File: src/rtl/sctl_status_pkg.sv
package sctl_status_pkg;
  localparam int unsigned SW_W       = 32;
  // bit positions the register decoder relies on
  localparam int unsigned BIT_EN     = 24;
  localparam int unsigned BIT_IEND   = 10;
  localparam int unsigned BIT_CSLVL  = 9;
  localparam int unsigned BIT_CSRISE = 8;
  localparam int unsigned BIT_OVR    = 3;
  localparam int unsigned BIT_TXIDLE = 2;
  localparam int unsigned BIT_THOLD  = 1;
  localparam int unsigned BIT_RFULL  = 0;

  localparam int unsigned N_STICKY   = 3;
  localparam int unsigned STK_IEND   = 0;
  localparam int unsigned STK_CSRISE = 1;
  localparam int unsigned STK_OVR    = 2;

  localparam logic [SW_W-1:0] SW_USED_MASK =
    (SW_W'(1) << BIT_EN)    | (SW_W'(1) << BIT_IEND)   |
    (SW_W'(1) << BIT_CSLVL) | (SW_W'(1) << BIT_CSRISE) |
    (SW_W'(1) << BIT_OVR)   | (SW_W'(1) << BIT_TXIDLE) |
    (SW_W'(1) << BIT_THOLD) | (SW_W'(1) << BIT_RFULL);
endpackage

File: src/rtl/sctl_sticky.sv
module sctl_sticky (
  input  logic clk,
  input  logic rst_n,
  input  logic set_i,
  input  logic clr_i,
  output logic flag_o
);
  logic flag_q;
  logic flag_d;

  // set wins over a same-cycle clear
  always_comb begin
    flag_d = flag_q;
    if (clr_i) flag_d = 1'b0;
    if (set_i) flag_d = 1'b1;
  end

  always_ff @(posedge clk or negedge rst_n) begin
    if (!rst_n) flag_q <= 1'b0;
    else        flag_q <= flag_d;
  end

  assign flag_o = flag_q;
endmodule

File: src/rtl/sctl_xfer_delay.sv
module sctl_xfer_delay #(
  parameter int unsigned CNT_W = 8
) (
  input  logic             clk,
  input  logic             rst_n,
  input  logic             busy_i,
  input  logic [CNT_W-1:0] dly_i,
  output logic             done_o
);
  logic             busy_q;
  logic [CNT_W-1:0] cnt_q;
  logic [CNT_W-1:0] cnt_d;
  logic             went_idle;
  logic             cnt_en;

  assign went_idle = busy_q & ~busy_i;
  assign cnt_en    = went_idle | (cnt_q != '0);

  always_comb begin
    cnt_d = cnt_q;
    if (went_idle)        cnt_d = dly_i;
    else if (cnt_q != '0) cnt_d = cnt_q - CNT_W'(1);
  end

  // delay has run out when the last count is being consumed this cycle
  always_comb begin
    if (busy_i)         done_o = 1'b0;
    else if (went_idle) done_o = (dly_i == '0);
    else                done_o = (cnt_q <= CNT_W'(1));
  end

  always_ff @(posedge clk or negedge rst_n) begin
    if (!rst_n) busy_q <= 1'b0;
    else        busy_q <= busy_i;
  end

  always_ff @(posedge clk or negedge rst_n) begin
    if (!rst_n)      cnt_q <= '0;
    else if (cnt_en) cnt_q <= cnt_d;
  end
endmodule

File: src/rtl/sctl_tx_track.sv
module sctl_tx_track (
  input  logic clk,
  input  logic rst_n,
  input  logic enable_i,
  input  logic disable_i,
  input  logic wr_i,
  input  logic move_i,
  input  logic idle_done_i,
  output logic en_o,
  output logic thold_o,
  output logic txidle_o
);
  logic en_q, en_d;
  logic thold_q, thold_d;
  logic txidle_q, txidle_d;

  always_comb begin
    en_d = en_q;
    if (enable_i)  en_d = 1'b1;
    if (disable_i) en_d = 1'b0;
  end

  always_comb begin
    thold_d = thold_q;
    if (!en_d)                  thold_d = 1'b0;
    else if (wr_i)              thold_d = 1'b0;
    else if (enable_i | move_i) thold_d = 1'b1;
  end

  always_comb begin
    txidle_d = txidle_q;
    if (wr_i)                         txidle_d = 1'b0;
    else if (thold_q && idle_done_i)  txidle_d = 1'b1;
  end

  always_ff @(posedge clk or negedge rst_n) begin
    if (!rst_n) begin
      en_q     <= 1'b0;
      thold_q  <= 1'b0;
      txidle_q <= 1'b0;
    end else begin
      en_q     <= en_d;
      thold_q  <= thold_d;
      txidle_q <= txidle_d;
    end
  end

  assign en_o     = en_q;
  assign thold_o  = thold_q;
  assign txidle_o = txidle_q;
endmodule

File: src/rtl/sctl_rx_track.sv
module sctl_rx_track (
  input  logic clk,
  input  logic rst_n,
  input  logic load_i,
  input  logic rd_i,
  output logic full_o,
  output logic ovr_evt_o
);
  logic full_q, full_d;

  always_comb begin
    full_d = full_q;
    if (rd_i)   full_d = 1'b0;
    if (load_i) full_d = 1'b1;
  end

  always_ff @(posedge clk or negedge rst_n) begin
    if (!rst_n) full_q <= 1'b0;
    else        full_q <= full_d;
  end

  // unread data overwritten by a fresh load
  assign ovr_evt_o = load_i & full_q & ~rd_i;
  assign full_o    = full_q;
endmodule

File: src/rtl/sctl_status.sv
module sctl_status
  import sctl_status_pkg::*;
#(
  parameter int unsigned DLY_W = 8
) (
  input  logic             clk,
  input  logic             rst_n,
  input  logic             cmd_enable,
  input  logic             cmd_disable,
  input  logic             stat_rd,
  input  logic             tx_wr,
  input  logic             rx_rd,
  input  logic             tx_to_shift,
  input  logic             shift_busy,
  input  logic             rx_load,
  input  logic             instr_done,
  input  logic             cs_n,
  input  logic [DLY_W-1:0] xfer_dly,
  output logic [31:0]      status_word,
  output logic             en_sts,
  output logic             instr_end,
  output logic             cs_high,
  output logic             cs_rise,
  output logic             ovr_err,
  output logic             tx_empty,
  output logic             tdr_empty,
  output logic             rdr_full
);
  logic                cs_q;
  logic                idle_done;
  logic                ovr_evt;
  logic [N_STICKY-1:0] stk_set;
  logic [N_STICKY-1:0] stk_flag;

  always_ff @(posedge clk or negedge rst_n) begin
    if (!rst_n) cs_q <= 1'b0;
    else        cs_q <= cs_n;
  end

  sctl_xfer_delay #(.CNT_W(DLY_W)) u_dly (
    .clk    (clk),
    .rst_n  (rst_n),
    .busy_i (shift_busy),
    .dly_i  (xfer_dly),
    .done_o (idle_done)
  );

  sctl_tx_track u_tx (
    .clk         (clk),
    .rst_n       (rst_n),
    .enable_i    (cmd_enable),
    .disable_i   (cmd_disable),
    .wr_i        (tx_wr),
    .move_i      (tx_to_shift),
    .idle_done_i (idle_done),
    .en_o        (en_sts),
    .thold_o     (tdr_empty),
    .txidle_o    (tx_empty)
  );

  sctl_rx_track u_rx (
    .clk       (clk),
    .rst_n     (rst_n),
    .load_i    (rx_load),
    .rd_i      (rx_rd),
    .full_o    (rdr_full),
    .ovr_evt_o (ovr_evt)
  );

  assign stk_set[STK_IEND]   = instr_done;
  assign stk_set[STK_CSRISE] = cs_n & ~cs_q;
  assign stk_set[STK_OVR]    = ovr_evt;

  for (genvar g = 0; g < N_STICKY; g++) begin : g_stk
    sctl_sticky u_flag (
      .clk    (clk),
      .rst_n  (rst_n),
      .set_i  (stk_set[g]),
      .clr_i  (stat_rd),
      .flag_o (stk_flag[g])
    );
  end

  assign instr_end = stk_flag[STK_IEND];
  assign cs_rise   = stk_flag[STK_CSRISE];
  assign ovr_err   = stk_flag[STK_OVR];
  assign cs_high   = cs_q;

  always_comb begin
    status_word             = '0;
    status_word[BIT_EN]     = en_sts;
    status_word[BIT_IEND]   = instr_end;
    status_word[BIT_CSLVL]  = cs_high;
    status_word[BIT_CSRISE] = cs_rise;
    status_word[BIT_OVR]    = ovr_err;
    status_word[BIT_TXIDLE] = tx_empty;
    status_word[BIT_THOLD]  = tdr_empty;
    status_word[BIT_RFULL]  = rdr_full;
  end
endmodule

File: config.mk
export PLATFORM = sky130hd
export DESIGN_NAME = sctl_status
export DESIGN_NICKNAME = d
export VERILOG_FILES = /design/src/rtl/sctl_status_pkg.sv /design/src/rtl/sctl_sticky.sv /design/src/rtl/sctl_xfer_delay.sv /design/src/rtl/sctl_tx_track.sv /design/src/rtl/sctl_rx_track.sv /design/src/rtl/sctl_status.sv
export SDC_FILE = /design/constraint.sdc
export NUM_CORES = 1
export LEC_CHECK = 0
export ABC_AREA = 1
export BUFFER_PORTS_ARGS = -buffer_cell sky130_fd_sc_hd__buf_4
export CORE_MARGIN = 2
export CORE_UTILIZATION = 35
export CTS_BUF_LIST = sky130_fd_sc_hd__clkbuf_16
export CTS_CLUSTER_DIAMETER = 200
export CTS_CLUSTER_SIZE = 12
export DETAILED_ROUTE_END_ITERATION = 8
export SLEW_MARGIN = 20
export SYNTH_ARGS = -nofsm -noshare
export SYNTH_HDL_FRONTEND = slang
export SYNTH_SLANG_ARGS = --single-unit
File: constraint.sdc
create_clock -name clk -period 1.4 [get_ports clk]
set_input_delay 0.07 -clock clk [delete_from_list [all_inputs] [get_ports clk]]
set_output_delay 0.07 -clock clk [all_outputs]
set_load 0.01 [all_outputs]
==> Word-level counts from Yosys, hierarchy flattened <==
Index checks and enable logic that the tools add are counted.
{ "classes": {"bitwise": 9, "mux": 17, "n_reduce_logical": 10, "addsub": 1, "n_lt_le_gt_ge": 1, "eq_ne": 1} }
{ "op_table": {"columns": ["op", "count"], "rows": [
  ["8-bit 2-to-1 mux", 2],
  ["1-bit 2-to-1 mux", 15],
  ["2-bit nonzero test", 6],
  ["8-bit by 1-bit less-or-equal comparator with 1-bit output (second input constant)", 1],
  ["8-bit zero test", 1],
  ["8-bit nonzero test", 1],
  ["8-bit by 1-bit subtractor with 8-bit output (second input constant)", 1],
  ["1-bit AND", 4],
  ["3-bit != test (second input constant)", 1],
  ["1-bit inverter", 3],
  ["1-bit bitwise OR", 2],
  ["2-bit AND reduction", 1],
  ["1-bit logical AND", 1]
]} }
{ "word_totals": {"out_inout_bits": 40, "in_bits": 20, "regBits": 17} }

==> Logic depth before layout (Yosys ltp) <==
{ "depth": {"word_depth": 7, "mapped_depth": 8, "mapped_depth_nobuf": 8} }

==> Cells and area by module <==
A second synthesis with hierarchy kept.
{ "hier_totals": {"hier_cells": 158, "area_unflattened_um2": 1211.2} }
{ "modules_own_cells": {"columns": ["module", "area_each_um2", "instances", "cells_each"], "rows": [
  ["sctl_xfer_delay", 643.1, 1, 86],
  ["sctl_status", 279.0, 1, 36],
  ["sctl_tx_track", 121.4, 1, 14],
  ["sctl_sticky", 40.0, 3, 5],
  ["sctl_rx_track", 47.5, 1, 7]
]} }

==> Least setup slack after synthesis <==
Ideal clock, no wire load.
{ "synth_timing": {"path_kind": "flip-flop to flip-flop", "start": "register u_dly.cnt_q[0]", "end": "register u_dly.cnt_q[4]", "n_path_buf": 0, "arrival_time_ps": 1159, "path_stages_with_launch": 7, "synth_period_minus_slack_ps": 1280, "setup_slack_ps": 120, "required_time_ps": 1279, "cell_sequence": "dfrtp_1 > inv_1 > ha_1 > nand2_4 > nor2_4 > nor2_4 > a22o_1"} }
{ "synth_via": {"elab_chain_len": 3, "elab_cells_between_ends": 7, "cone_classes": "1 x add/sub; 2 x mux; 1 x bitwise; 3 x reduce/logical"} }
{ "synth_lines": {"columns": ["element", "line_no", "text"], "rows": [
  ["start, declared", "sctl_xfer_delay.sv:11", "logic [CNT_W-1:0] cnt_q;"],
  ["start signal, assigned", "sctl_xfer_delay.sv:39", "else if (cnt_en) cnt_q <= cnt_d;"],
  ["8-bit by 1-bit subtractor with 8-bit output or 8-bit nonzero test (tied branches)", "sctl_xfer_delay.sv:22, sctl_xfer_delay.sv:17", null],
  ["8-bit 2-to-1 mux (tied with other cells)", "sctl_xfer_delay.sv:22", "else if (cnt_q != '0) cnt_d = cnt_q - CNT_W'(1);"],
  ["8-bit 2-to-1 mux or 2-bit AND reduction (tied branches)", null, null]
]} }
Several ways; a longest one is shown, not always the timed one. The select of a mux whose other input is x is not followed.
A chain may end at the register's enable or synchronous reset.

==> Worst setup path in the final report <==
{ "layout_timing": {"start": "register u_dly.cnt_q[1]", "end": "register u_tx.txidle_q, in the netlist u_tx.txidle_o"} }
{ "layout_via": {"elab_chain_len": 5} }
{ "layout_lines": {"columns": ["element", "line_no", "text"], "rows": [
  ["8-bit by 1-bit less-or-equal comparator with 1-bit output", "sctl_xfer_delay.sv:29", "else done_o = (cnt_q <= CNT_W'(1));"],
  ["1-bit 2-to-1 mux", "sctl_xfer_delay.sv:28", "else if (went_idle) done_o = (dly_i == '0);"],
  ["1-bit 2-to-1 mux", "sctl_xfer_delay.sv:27", "if (busy_i) done_o = 1'b0;"],
  ["1-bit logical AND", "sctl_tx_track.sv:33", "else if (thold_q && idle_done_i) txidle_d = 1'b1;"],
  ["2-bit nonzero test (no source line)", null, null],
  ["end signal, assigned", "sctl_tx_track.sv:44", "txidle_q <= txidle_d;"],
  ["end, declared", "sctl_tx_track.sv:15", "logic txidle_q, txidle_d;"]
]} }
No other way between the ends.

==> flow_metrics.env <==
export IMPL_yosysTopAreaCell="dfrtp_1"
export IMPL_diodes=0
export IMPL_vias=820
export IMPL_peakVddDrop_uv=524
export IMPL_cp_common_cell="nor2_4"
export IMPL_die_area_um2=3710
export IMPL_rows=20
export IMPL_hold_violations=0
export IMPL_grt_antenna_before_repair=0
export IMPL_clock_sinks=17
export IMPL_die_w_um=60.9
export IMPL_drc_errors=0
export IMPL_worst_ep_arrival_time_ns=1.41
export IMPL_initial_core_util_pct=36.8
export IMPL_maxCapViolCount=0
export IMPL_synth_edf_count=0
export IMPL_routedWlPerCell_um=9.92
export IMPL_rsz0062_at_grt="no"
export IMPL_cts_tree="yes"
export IMPL_grt_total_usage_pct=11.4
export IMPL_crit_chain="inv_1 > ha_4 > nand2_4 > nor2_4 > nor2_4 > nand2_2 > nand2_1 > a21oi_2"
export IMPL_async_flop_share_pct=100
export IMPL_max_stage_delay_ns=0.34
export IMPL_hp_class="input pin to register"
export IMPL_grt_overflow=0
export IMPL_path_clk_slew_ns=0.05
export IMPL_setup_viol=0
export IMPL_postCtsSetupBuffers=0
export IMPL_dr_pass1_iters=4
export IMPL_drt_initial_drc_count=16
export IMPL_clock_skew_ns=0.00236
export IMPL_ys_seq_area_share_pct=37.6
export IMPL_n_fill_cell=294
export IMPL_status="finished, final reports clean"
export IMPL_cp_start_kind="register"
export IMPL_gp_congestion=0.791
export IMPL_synth_top_area_share_pct=37.6
export IMPL_end_kind="register"
export IMPL_grt_max_degree=18
export IMPL_area_growth_pct=28.3
export IMPL_cp_data_required_time_ns=1.54
export IMPL_yosys_warnings=0
export IMPL_pre_cts_ws_ns=0.0653
export IMPL_synthTopCellsByArea="dfrtp_1 (38%), buf_4 (21%), nand2_1 (5.3%), inv_1 (5.0%), nor2_1 (3.3%)"
export IMPL_cts_root_buf="clkbuf_16"
export IMPL_finalWirelength_um=2080
export IMPL_power_density_nw_per_um2=1410
export IMPL_final_period_utilization_pct=91.1
export IMPL_synthFlopType="dfrtp_1"
export IMPL_detail_route_antenna_nets=0
export IMPL_io_pins=60
export IMPL_grt_pass1_vias=736
export IMPL_syn_cell_area_um2=1130
export IMPL_p_leak_nw=0.763
export IMPL_portBuffers=35
export IMPL_synthCells=130
export IMPL_post_dp_cell_area_um2=1300
export IMPL_critPathKind="register to register"
export IMPL_dp_hpwl_um=1700
export IMPL_drv_slew=0
export IMPL_nets=189
export IMPL_finalSetupTns_ns=0
export IMPL_fin_area_um2=1450
export IMPL_crit_fanout=7
export IMPL_syn_area_per_cell_um2=8.71
export IMPL_vias_per_cell=3.90
export IMPL_ys_ff_latch=17
export IMPL_cts_made_buffers=3
export IMPL_fp_dieH_um=60.9
export IMPL_fmax_mhz=784
export IMPL_clock_latency_ns=0.25
export IMPL_slowest_stage="dfrtp_1"
export IMPL_htree_levels=1
export IMPL_drive_above_1_share_pct=34.9
export IMPL_cts_max_path_buffers=2
export IMPL_grt_pass1_wl_um=3170
export IMPL_min_period_ns=1.28
export IMPL_synth_cell_types=30
export IMPL_core_area_um2=3080
export IMPL_setup_ws_ns=0.125
export IMPL_final_util_pct=47.2
export IMPL_finalPower_mw=2.05
Yosys cell counts (2+ instances only):
cell,n
xnor2_1,3
ha_1,2
inv_1,15
nor2_2,2
a21oi_1,2
nor2_4,3
nand4_1,2
buf_4,32
nand3_1,2
nand2_2,3
dfrtp_1,17
nand2_1,16
o211ai_2,2
inv_2,2
o21ai_0,2
nor2_1,10
xor2_1,2
logic make-up (layout without fill, tap and decap cells):
| family | count (synthesis) | after routing | share of synthesized area, % |
|---|---|---|---|
| AND/OR/NAND/NOR | 41 | 41 | 19.1 |
| adder cells (fa/ha/maj) | 2 | 2 | 2.21 |
| XOR/XNOR | 5 | 5 | 3.87 |
| AO/OA/AOI/OAI | 14 | 14 | 9.28 |
| other | 1 | 24 | 0.331 |
| buffers and inverters | 50 | 63 | 27.6 |
| flip-flops | 17 | 17 | 37.6 |
where the power goes:
group,leakage (nW),switching (mW),internal (mW)
sequential,0.206,0.121,0.615
combinational,0.516,0.404,0.342
clock,0.0409,0.183,0.382
total,0.763,0.708,1.34
worst paths after layout:
path | start | to | slack [ns] | cells past startpoint
min in group asynchronous | rst_n | u_dly.cnt_q[2] | 0.22 | 2
setup reg to reg | u_dly.cnt_q[1] | u_tx.txidle_o | 0.12 | 8
hold reg to reg | cs_high | g_stk[1].u_flag.flag_o | 0.50 | 1
max in group asynchronous | rst_n | g_stk[0].u_flag.flag_o | 0.99 | 2
setup / recovery | u_dly.cnt_q[1] | u_tx.txidle_o | 0.12 | 8
hold / removal | instr_done | g_stk[0].u_flag.flag_o | 0.02 | 2
sequential cells by signal, summed over array words and instances (netlist names):
signal,flops
cs_high,1
u_dly.cnt_q,8
u_dly.busy_q,1
u_rx.full_o,1
u_tx.thold_o,1
u_tx.en_o,1
g_stk.u_flag.flag_o,3
u_tx.txidle_o,1
layer usage:
layer  vias up  part of all wire [%]  global-route usage, %
li1        420                     -                      -
met1       369                    42                   15.2
met2        29                    52                   18.4
met3         2                   5.6                   3.20
met4         0                  0.48                   2.80
met5         -                     0                      0
through the flow:
step | hold slack, ns | instances
2_1_floorplan | -0.226 | 153
3_3_place_gp | -0.0521 | 201
3_5_place_dp | -0.0528 | 201
4_1_cts | 0.0194 | 210
5_1_grt | 0.0275 | 210
6_report | 0.0219 | 210
final cells by class:
class	instances	area [um2]	share of cell area, %
clock buffers	3	75.1	5.17
clock inverters	1	5.00	0.345
inverters	18	72.6	5.00
multi-input cells	86	499	34.4
flip-flops and latches	17	425	29.3
well taps	44	55.1	3.79
repair buffers	41	320	22.0
worst max-delay path: cells and delay by family, from the launching register on:
kind / cells / cell delay (ns)
fa+ha+maj: 1 / 0.19
compound gates: 1 / 0.05
buf+inv: 1 / 0.10
flops: 1 / 0.34
simple gates: 5 / 0.49
cells in the final DEF (no fill, tap or decap), types with 2 or more instances in the layout:
master         Yosys  layout
xor2_1             2       2
nand2_2            3       3
dlygate4sd3_1      0       5
a21oi_1            2       2
nor2_1            10      10
inv_2              2       2
inv_1             15      15
nor2_2             2       2
o21ai_0            2       2
nor2_4             3       3
clkbuf_16          0       3
conb_1             1      24
xnor2_1            3       3
nand3_1            2       2
buf_4             32      36
nand2_1           16      16
o211ai_2           2       2
dfrtp_1           17      17
nand4_1            2       2
what timing repair did:
item,in CTS,in global routing
setup endpoints to repair,0,5
resized for setup,0,3
hold buffers,5,0
hold endpoints to repair,22,0
No activity file was read; power rests on OpenSTA's default activity.
